## src/rtl/jspi_pkg.sv

```systemverilog
package jspi_pkg;
  typedef enum logic [1:0] {
    ST_HUNT = 2'd0,
    ST_LEN  = 2'd1,
    ST_XFER = 2'd2,
    ST_DONE = 2'd3
  } jspi_state_e;
endpackage

```

## src/rtl/jspi_framer.sv

```systemverilog
module jspi_framer
  import jspi_pkg::*;
#(
  parameter int LEN_W = 32,
  localparam int BIT_W = $clog2(LEN_W)
) (
  input  logic              clk,
  input  logic              rst,
  input  logic              run,
  input  logic              din,
  input  logic              cnt_last,
  output jspi_state_e       st,
  output logic [BIT_W-1:0]  bitc,
  output logic              load,
  output logic [LEN_W-1:0]  load_val
);
  localparam logic [BIT_W-1:0] BIT_LAST = BIT_W'(LEN_W - 1);

  logic [LEN_W-1:0] len_sr;
  logic             len_end;

  // length register with the incoming bit appended
  assign load_val = {len_sr[LEN_W-2:0], din};
  assign len_end  = run && (st == ST_LEN) && (bitc == BIT_LAST);
  assign load     = len_end && (load_val != '0);

  always_ff @(posedge clk or posedge rst) begin
    if (rst) begin
      st     <= ST_HUNT;
      bitc   <= '0;
      len_sr <= '0;
    end else if (!run) begin
      st     <= ST_HUNT;
      bitc   <= '0;
      len_sr <= '0;
    end else begin
      unique case (st)
        ST_HUNT: begin
          if (din) begin
            st   <= ST_LEN;
            bitc <= '0;
          end
        end
        ST_LEN: begin
          len_sr <= load_val;
          bitc   <= bitc + 1'b1;
          if (len_end) st <= (load_val == '0) ? ST_DONE : ST_XFER;
        end
        ST_XFER: begin
          if (cnt_last) st <= ST_DONE;
        end
        ST_DONE: st <= ST_DONE;
        default: st <= ST_HUNT;
      endcase
    end
  end
endmodule

```

## src/rtl/jspi_xfer_cnt.sv

```systemverilog
module jspi_xfer_cnt
  import jspi_pkg::*;
#(
  parameter int LEN_W = 32
) (
  input  logic             clk,
  input  logic             rst,
  input  logic             run,
  input  jspi_state_e      st,
  input  logic             load,
  input  logic [LEN_W-1:0] load_val,
  output logic [LEN_W-1:0] remain,
  output logic             cnt_last
);
  assign cnt_last = (remain == LEN_W'(1));

  always_ff @(posedge clk or posedge rst) begin
    if (rst) begin
      remain <= '0;
    end else if (!run) begin
      remain <= '0;
    end else if (load) begin
      remain <= load_val;
    end else if (st == ST_XFER && remain != '0) begin
      remain <= remain - 1'b1;
    end
  end
endmodule

```

## src/rtl/jspi_spi_phy.sv

```systemverilog
module jspi_spi_phy
  import jspi_pkg::*;
(
  input  logic        clk,
  input  logic        rst,
  input  logic        run,
  input  logic        capture,
  input  jspi_state_e st,
  input  logic        din,
  input  logic        miso,
  output logic        dout,
  output logic        sck,
  output logic        cs_n,
  output logic        mosi
);
  logic active_q;
  logic dr_q;

  // window opens and closes on the falling edge so SCK never glitches
  always_ff @(negedge clk or posedge rst) begin
    if (rst) active_q <= 1'b0;
    else     active_q <= (st == ST_XFER) && run;
  end

  assign cs_n = ~active_q;
  assign sck  = clk & active_q & run;
  assign mosi = active_q & din;

  // the single scan stage
  always_ff @(posedge clk or posedge rst) begin
    if (rst)          dr_q <= 1'b0;
    else if (capture) dr_q <= 1'b0;
    else if (run)     dr_q <= (st == ST_XFER) ? miso : din;
  end

  assign dout = dr_q;
endmodule

```

## src/rtl/jspi_bridge.sv

```systemverilog
module jspi_bridge
  import jspi_pkg::*;
#(
  parameter int LEN_W = 32,
  localparam int BIT_W = $clog2(LEN_W)
) (
  input  logic tck,
  input  logic tap_reset,
  input  logic dr_select,
  input  logic dr_capture,
  input  logic dr_shift,
  input  logic tdi,
  output logic tdo,
  output logic spi_sck,
  output logic spi_cs_n,
  output logic spi_mosi,
  input  logic spi_miso
);
  logic             run;
  logic             cap;
  jspi_state_e      st;
  logic [BIT_W-1:0] bitc;
  logic             load;
  logic [LEN_W-1:0] load_val;
  logic [LEN_W-1:0] remain;
  logic             cnt_last;

  assign run = dr_select & dr_shift;
  assign cap = dr_select & dr_capture;

  jspi_framer #(.LEN_W(LEN_W)) u_framer (
    .clk(tck), .rst(tap_reset), .run(run), .din(tdi), .cnt_last(cnt_last),
    .st(st), .bitc(bitc), .load(load), .load_val(load_val)
  );

  jspi_xfer_cnt #(.LEN_W(LEN_W)) u_cnt (
    .clk(tck), .rst(tap_reset), .run(run), .st(st), .load(load),
    .load_val(load_val), .remain(remain), .cnt_last(cnt_last)
  );

  jspi_spi_phy u_phy (
    .clk(tck), .rst(tap_reset), .run(run), .capture(cap), .st(st),
    .din(tdi), .miso(spi_miso), .dout(tdo), .sck(spi_sck),
    .cs_n(spi_cs_n), .mosi(spi_mosi)
  );
endmodule

```

## config.mk

```make
export PLATFORM = sky130hd
export DESIGN_NAME = jspi_bridge
export DESIGN_NICKNAME = d
export VERILOG_FILES = /design/src/rtl/jspi_pkg.sv /design/src/rtl/jspi_framer.sv /design/src/rtl/jspi_xfer_cnt.sv /design/src/rtl/jspi_spi_phy.sv /design/src/rtl/jspi_bridge.sv
export SDC_FILE = /design/constraint.sdc
export NUM_CORES = 1
export LEC_CHECK = 0
export ABC_AREA = 1
export BUFFER_PORTS_ARGS = -buffer_cell sky130_fd_sc_hd__buf_2
export CAP_MARGIN = 30
export CORE_ASPECT_RATIO = 1.75
export CORE_UTILIZATION = 68
export CTS_CLUSTER_SIZE = 30
export DETAILED_ROUTE_END_ITERATION = 16
export GPL_TIMING_DRIVEN = 1
export PLACE_DENSITY = 0.86
export SYNTH_ARGS = -nofsm -noshare
export SYNTH_HDL_FRONTEND = slang
export SYNTH_SLANG_ARGS = --single-unit
```

## constraint.sdc

```tcl
create_clock -name tck -period 3.3 [get_ports tck]
set_input_delay 0.495 -clock tck [delete_from_list [all_inputs] [get_ports tck]]
set_output_delay 0.495 -clock tck [all_outputs]
set_load 0.05 [all_outputs]
```

==> summary.md, run 1 <==
| Metric | Value |
|---|---|
| CTS tree | yes |
| Synth cell count leaders | 223 x nand2_1, 89 x nor2_1, 81 x inv_1 |
| Initial DRC count | 386 |
| Max stage delay cell, worst path | dfrtn_1 |
| Number of iterations in the first detailed-routing pass | 5 |
| Top cell type's share of synthesized area | 40.4% |
| Final ANT Viol Nets | 0 |
| Sw Share | 41.2% |
| Max-cap violation count | 0 |
| Synth async-reset ratio | 100% |
| Routed WL | 11,600 um |
| Net Sw Power | 1.25 mW |
| GR Overflow Total | 0 |
| Failing checks | setup timing |
| Power Dens Cells | 639 mW/mm^2 |
| Vias in the first global route | 4,032 |
| Met3 wire len | 659 um |
| Mux share of post-synthesis cell area | 0% |
| Worst-margin pin slew | 0.980 ns |
| DIE AREA | 0.00680 sq mm |
| Finished Core Util | 76.5% |
| Worst setup SP type | flop |
| Critical Path, Cell by Cell | nand2_1 > nor2_1 > buf_6 |
| CP top delay family | flip-flops |
| Crit. End Element | primary output |
| Core Box Area | 0.00623 sq mm |
| Leak | 2.67 nW |
| Hold WC Path Type | input pin to flop |
| Largest family of logic cells by synthesized area | simple AND/OR/NAND/NOR gates |
| Syn Nets | 651 |
| Synth Instances | 640 |
| Maximum VDD drop | 0.000397 V |
| Die H | 108 um |
| Library cells used by synthesis | 36 |
| Synth Area in XOR/XNOR | 2.79% |
| Antenna diode count | 0 |
| Routed wire per std cell | 15.7 um |
| Worst EP arrival | 2.92 ns |
| Status | finished with violations |
| Final Setup Violations | 4 |
| Setup TNS | -0.244 ns |
| IO buf count | 10 |
| Vias post-DR | 4,269 |
| HPWL after DPL | 7820 um |
| Adder-Cell Fraction of Synth Area | 1.14% |
| Critical path type | flop to primary output |
| Post-CTS Hold Fix Bufs | 0 |
| Worst path bufs/invs | 1 |
| Mean area per synthesized cell | 6.87 sq um |
| Area leader, netlist | dfrtp_1 |
| Initial antenna violation count | 0 |
| Post-synth top flop | dfrtp_1 |
| Ranking of synthesized cells by area | dfrtp_1 40%, nand2_1 19%, nor2_1 7.6% |
| Ys Warns | 0 |
| Synth Area in Simple Gates | 36.5% |
| Synthesized area | 0.00439 sq mm |
| Slowest cell delay on critical path | 0.46 ns |
| Hold Fails Final Rpt | 0 |
| Gpl congestion | 0.937 |
| First-pass GRT wire length | 18,500 um |
| Row count | 38 |
| Slew Limit Fails | 0 |
| DRC viols | 0 |
| Count leader, synth | nand2_1 |
| Sequential cell area fraction in the yosys report | 41.0% |
| P&R area growth vs syn | 8.37% |
| I/O pin total | 11 |
| Yosys reg bits | 72 |
| Logic gate share of total power | 39.6% |
| Largest net degree at the start of global routing | 72 |
| Slew Limit Headroom | 34.5% |
| Critical Path Fanout Max | 3 |
| Post-Route Skew | 0.0135 ns |
| Total Routing Usage GR | 36.6% |
| Share of layout cells above drive strength 1 | 9.74% |
| Top Layer Used | met4 |
| Via density | 5.79 |
| Post-Route M1 WL | 4340 um |
| Clk pin slew, worst setup/hold paths | 0.07 ns |
| Number of nets in the layout | 663 |
| Initial Util | 70.6% |
| Post-synth EDFFs | 0 |
| Internal Power | 1.79 mW |
| Setup slack after layout | -0.118 ns |
| Power share of the clock group | 27.4% |
| Die W | 62.8 um |
| Routed wl met2 | 5990 um |
| Compound-Gate Fraction of Synth Area | 8.91% |
| Required @ worst endpoint | 2.80 ns |
| RSZ-0062 raised after global routing | yes |
| Clk Latency, worst-skew pair | 0.47 ns |
| Flop pwr share | 33.0% |
placed cells by master, fill, tap and decap left out, types with 3 or more instances in the layout:
| master | Yosys | final |
|---|---|---|
| buf_4 | 0 | 5 |
| inv_1 | 81 | 78 |
| ha_1 | 4 | 4 |
| nand2_1 | 223 | 223 |
| clkinvlp_4 | 0 | 4 |
| dfrtp_1 | 71 | 71 |
| o21bai_1 | 3 | 3 |
| xor2_1 | 6 | 6 |
| buf_2 | 4 | 7 |
| o22ai_1 | 30 | 30 |
| nor2_2 | 3 | 3 |
| nand4_1 | 9 | 9 |
| nand2_2 | 13 | 13 |
| clkbuf_8 | 0 | 13 |
| xnor2_1 | 8 | 8 |
| inv_2 | 2 | 4 |
| nand3_1 | 39 | 39 |
| o21ai_0 | 21 | 21 |
| nor2_1 | 89 | 89 |
flip-flops by register name (all words and copies together) (netlist names):
register         flops
u_cnt.remain        32
u_framer.len_sr     31
u_framer.bitc        5
u_framer.st          2
u_phy.active_q       1
u_phy.dout           1
final timing paths:
kind / to / depth (start not counted) / slack, ns / start
worst max-delay path: spi_sck / 3 / -0.12 / u_phy.active_q
worst min register to register: u_framer.bitc[4] / 1 / 0.53 / u_framer.bitc[4]
worst max register to register: u_phy.active_q / 2 / 0.87 / u_framer.st[1]
worst min-delay path: u_phy.dout / 2 / 0.22 / dr_capture
min in group asynchronous: u_cnt.remain[25] / 3 / 0.37 / tap_reset
max in group asynchronous: u_phy.active_q / 2 / 1.72 / tap_reset
power groups by stage:
stage | Clock (mW) | Sequential, mW | Combinational, mW
after detailed placement | 0.000887 | 1.02 | 1.16
after floorplan | 0.000775 | 1.01 | 0.934
after global routing | 0.872 | 1.01 | 1.36
after global placement | 0.000887 | 1.02 | 1.13
final | 0.834 | 1.01 | 1.20
after CTS | 0.833 | 1.00 | 1.18
cell type report:
cell class                      count  area (sq um)
Clock buffer                       14           190
Timing Repair Buffer               15           114
Inverter                           84           320
Multi-Input combinational cell    466          2170
Tap cell                           80           100
Clock inverter                      6          66.3
Sequential cell                    72          1800
Fill cell                         462          1470
cells by family after synthesis:
family | after synthesis
buffers and inverters | 102
adders and majority gates | 4
and+or+nand+nor | 385
xor gates and xnor gates | 14
DFF | 72
AOI/OAI and AO/OA | 63
through the flow:
stage	std cells	hold WS, ns	worst slack (ns)	power, mW	instance area, sq um
finish	737	0.224	-0.118	3.04	4760
global route	737	0.212	-0.130	3.25	4760
CTS	737	0.210	-0.0782	3.02	4760
detailed placement	717	0.492	0.371	2.18	4490
global placement	716	0.487	0.377	2.15	4470
floorplan	640	0.470	0.0567	1.94	4400
what timing repair did:
action | 4_1_cts | 5_1_grt
setup endpoints to repair | 3 | 4
buffers inserted | 1 | 0
pin swaps | 1 | 1
resized for setup | 9 | 0
worst register-to-register path, stage by stage (launching register included):
cell and delay (ns):
dfrtp_1 0.39, inv_2 0.07, nor3_1 0.30
routing by layer:
layer | vias to the layer above | track usage [%]
li1 | 2023 | -
met1 | 1996 | 39.4
met2 | 198 | 62.8
met3 | 52 | 7.49
met4 | 0 | 27.7
met5 | - | 0
Power figures use the tool's default switching activity.
==> run 2: changes to the inputs <==
--- a/config.mk
+++ b/config.mk
@@ -14,6 +14,7 @@
 export DETAILED_ROUTE_END_ITERATION = 16
 export GPL_TIMING_DRIVEN = 1
 export PLACE_DENSITY = 0.86
+export REMOVE_ABC_BUFFERS = 1
 export SYNTH_ARGS = -nofsm -noshare
 export SYNTH_HDL_FRONTEND = slang
 export SYNTH_SLANG_ARGS = --single-unit
==> constraint.sdc (replaced) <==
create_clock -name tck -period 3.3 [get_ports tck]
set_input_delay 0.495 -clock tck [delete_from_list [all_inputs] [get_ports tck]]
set_output_delay 0.495 -clock tck [all_outputs]
set_load 0.1 [all_outputs]
==> run 2 against run 1 <==
The run still ends with setup timing left. Global-route usage is 1.4 points higher. Die area unchanged. First-iteration DRC count shrank 2.6%. Sequential cell count is the same. Final area fell by 0.45%. Sequential share of layout area up 0.17 points. Power down 2.7%. Via count about the same. Critical path depth grew 1. Wire length is 1.8% higher. Register-to-register slack worse by 0.05 ns. Clock power is 12% lower.
==> summary.md, run 2 (synthesized netlist as in run 1, its figures left out) <==
| Metric | Value |
|---|---|
| Power share of the clock group | 24.8% (-2.6 points) |
| Max FFs per register | 32 (unchanged) |
| Routed wire per std cell | 16.0 um (+1.9%) |
| Vias in the first global route | 4,307 (+6.8%) |
| Maximum VDD drop | 0.000431 V (+8.5%) |
| P&R area growth vs syn | 7.89% |
| Commonest non-fill, non-tap cell in the layout | nand2_1 |
| Critical path type | flop to primary output |
| Logic gate share of total power | 41.2% (+1.6 points) |
| Worst-margin pin slew | 1.01 ns (+0.0258 ns) |
| Max-cap violation count | 0 (unchanged) |
| Slew Limit Headroom | 32.8% (-1.7 points) |
| Number of nets in the layout | 663 (unchanged) |
| Failing checks | setup timing |
| Final Setup Violations | 4 (unchanged) |
| I/O pin total | 11 (unchanged) |
| Die H | 108 um (unchanged) |
| Most frequent cells in the layout | 223 x nand2_1, 89 x nor2_1, 79 x inv_1, 71 x dfrtp_1, 39 x nand3_1 |
| Initial Util | 70.6% (unchanged) |
| Initial antenna violation count | 0 (unchanged) |
| Min-Delay Startpoint | dr_capture |
| Clk pin slew, worst setup/hold paths | 0.07 ns (about the same) |
| Antenna diode count | 0 (unchanged) |
| Clk Latency, worst-skew pair | 0.46 ns (about the same) |
| CTS tree | yes |
| Vias post-DR | 4,270 (+0.023%) |
| Gpl congestion | 0.927 (-1.1%) |
| Sw Share | 41.7% (+0.46 points) |
| Worst setup SP type | flop |
| Hold WC Path Type | input pin to flop |
| Share of layout cells above drive strength 1 | 9.30% (-0.44 points) |
| Die W | 62.8 um (unchanged) |
| Critical Path Fanout Max | 2 (-1) |
| Number of iterations in the first detailed-routing pass | 7 (+2) |
| Routed WL | 11,800 um (+1.8%) |
| R2R Path Start | u_framer.st[1] |
| GR Overflow Total | 0 (unchanged) |
| Design Area, Final | 0.00474 sq mm (-0.45%) |
| Net Sw Power | 1.23 mW (-1.7%) |
| Internal Power | 1.73 mW (-3.5%) |
| Slew Limit Fails | 0 (unchanged) |
| HPWL after DPL | 8050 um (+3.0%) |
| Placed inst area | 0.00450 sq mm (+0.25%) |
| Via density | 5.80 (+0.16%) |
| RSZ-0062 raised after global routing | yes |
| Required @ worst endpoint | 2.80 ns (about the same) |
| Core Box Area | 0.00623 sq mm (unchanged) |
| Total Routing Usage GR | 38.0% (+1.4 points) |
| Crit. End Element | primary output |
| Post-Route Skew | 0.0108 ns (-0.00266 ns) |
| Worst EP arrival | 2.93 ns (about the same) |
| Leak | 2.67 nW (+0.10%) |
| Flop pwr share | 33.9% (+0.9 points) |
| Finished Core Util | 76.1% (-0.34 points) |
| Largest net degree at the start of global routing | 45 (-38%) |
| Setup slack after layout | -0.129 ns (-0.0107 ns) |
| First-pass GRT wire length | 19,500 um (+5.5%) |
| Crit path from | u_phy.active_q |
| Most flops, register | u_cnt.remain |
| Row count | 38 (unchanged) |
| Status | finished with violations |
| Final ANT Viol Nets | 0 (unchanged) |
| Hold Fails Final Rpt | 0 (unchanged) |
| DRC viols | 0 (unchanged) |
| DIE AREA | 0.00680 sq mm (unchanged) |
| Power Dens Cells | 625 mW/mm^2 (-2.3%) |
| Initial DRC count | 376 (-2.6%) |
| IO buf count | 10 (unchanged) |
| Largest regs | u_cnt.remain (32), u_framer.len_sr (31), u_framer.bitc (5) |
==> run 2: layout make-up <==
class | instances | area [sq um]
clock buffers | 16 | 208
clock inverters | 3 | 17.5
fillers | 486 | 1490
inverters | 84 | 317
multi-input cells | 466 | 2170
flip-flops and latches | 72 | 1800
well taps | 80 | 100
repair buffers | 15 | 128
==> run 2: power by group through the flow <==
stage	registers (mW)	logic [mW]	clock network [mW]
2_1_floorplan	1.01	0.923	0.00130
3_3_place_gp	1.02	1.15	0.00141
3_5_place_dp	1.02	1.18	0.00141
4_1_cts	1.00	1.20	0.732
5_1_grt	1.01	1.38	0.766
6_report	1.00	1.22	0.736
==> run 2: worst paths after layout <==
check	to	slack [ns]	cells past startpoint
hold / removal	u_phy.dout	0.21	2
setup reg to reg	u_phy.active_q	0.82	2
hold reg to reg	u_cnt.remain[1]	0.51	2
min in group asynchronous	u_cnt.remain[14]	0.22	3
max in group asynchronous	u_phy.active_q	1.69	2
setup / recovery	spi_mosi	-0.13	4
==> run 2: per-layer routing <==
metal | vias to the layer above | share of wire [%] | GRT usage (%)
met5 | - | 0 | 0
met4 | 0 | 5.7 | 29.2
met3 | 56 | 5.3 | 6.75
met2 | 178 | 51 | 65.5
met1 | 2008 | 38 | 41.1
li1 | 2028 | - | -
==> run 2: worst max-delay path: stages (launching register included) <==
cell,delay (ns)
dfrtn_1,0.41
buf_4,0.11
nand2_1,0.06
inv_2,0.07
buf_12,0.17
==> run 2: timing repair <==
item,in CTS,in global routing
setup endpoints to repair,4,4
buffers inserted,1,0
hold buffers,0,0
resized for setup,7,0
hold endpoints to repair,0,0
gates cloned,0,0
pin swaps,0,0
==> run 2: metrics by stage <==
stage	cells	hold slack (ns)	total power, mW	setup slack, ns	TNS, ns
floorplan	622	0.471	1.94	-0.559	-1.11
global placement	716	0.490	2.16	0.216	0
detailed placement	717	0.492	2.20	0.203	0
CTS	736	0.197	2.93	-0.125	-0.282
global route	736	0.211	3.15	-0.151	-0.348
finish	736	0.213	2.96	-0.129	-0.276
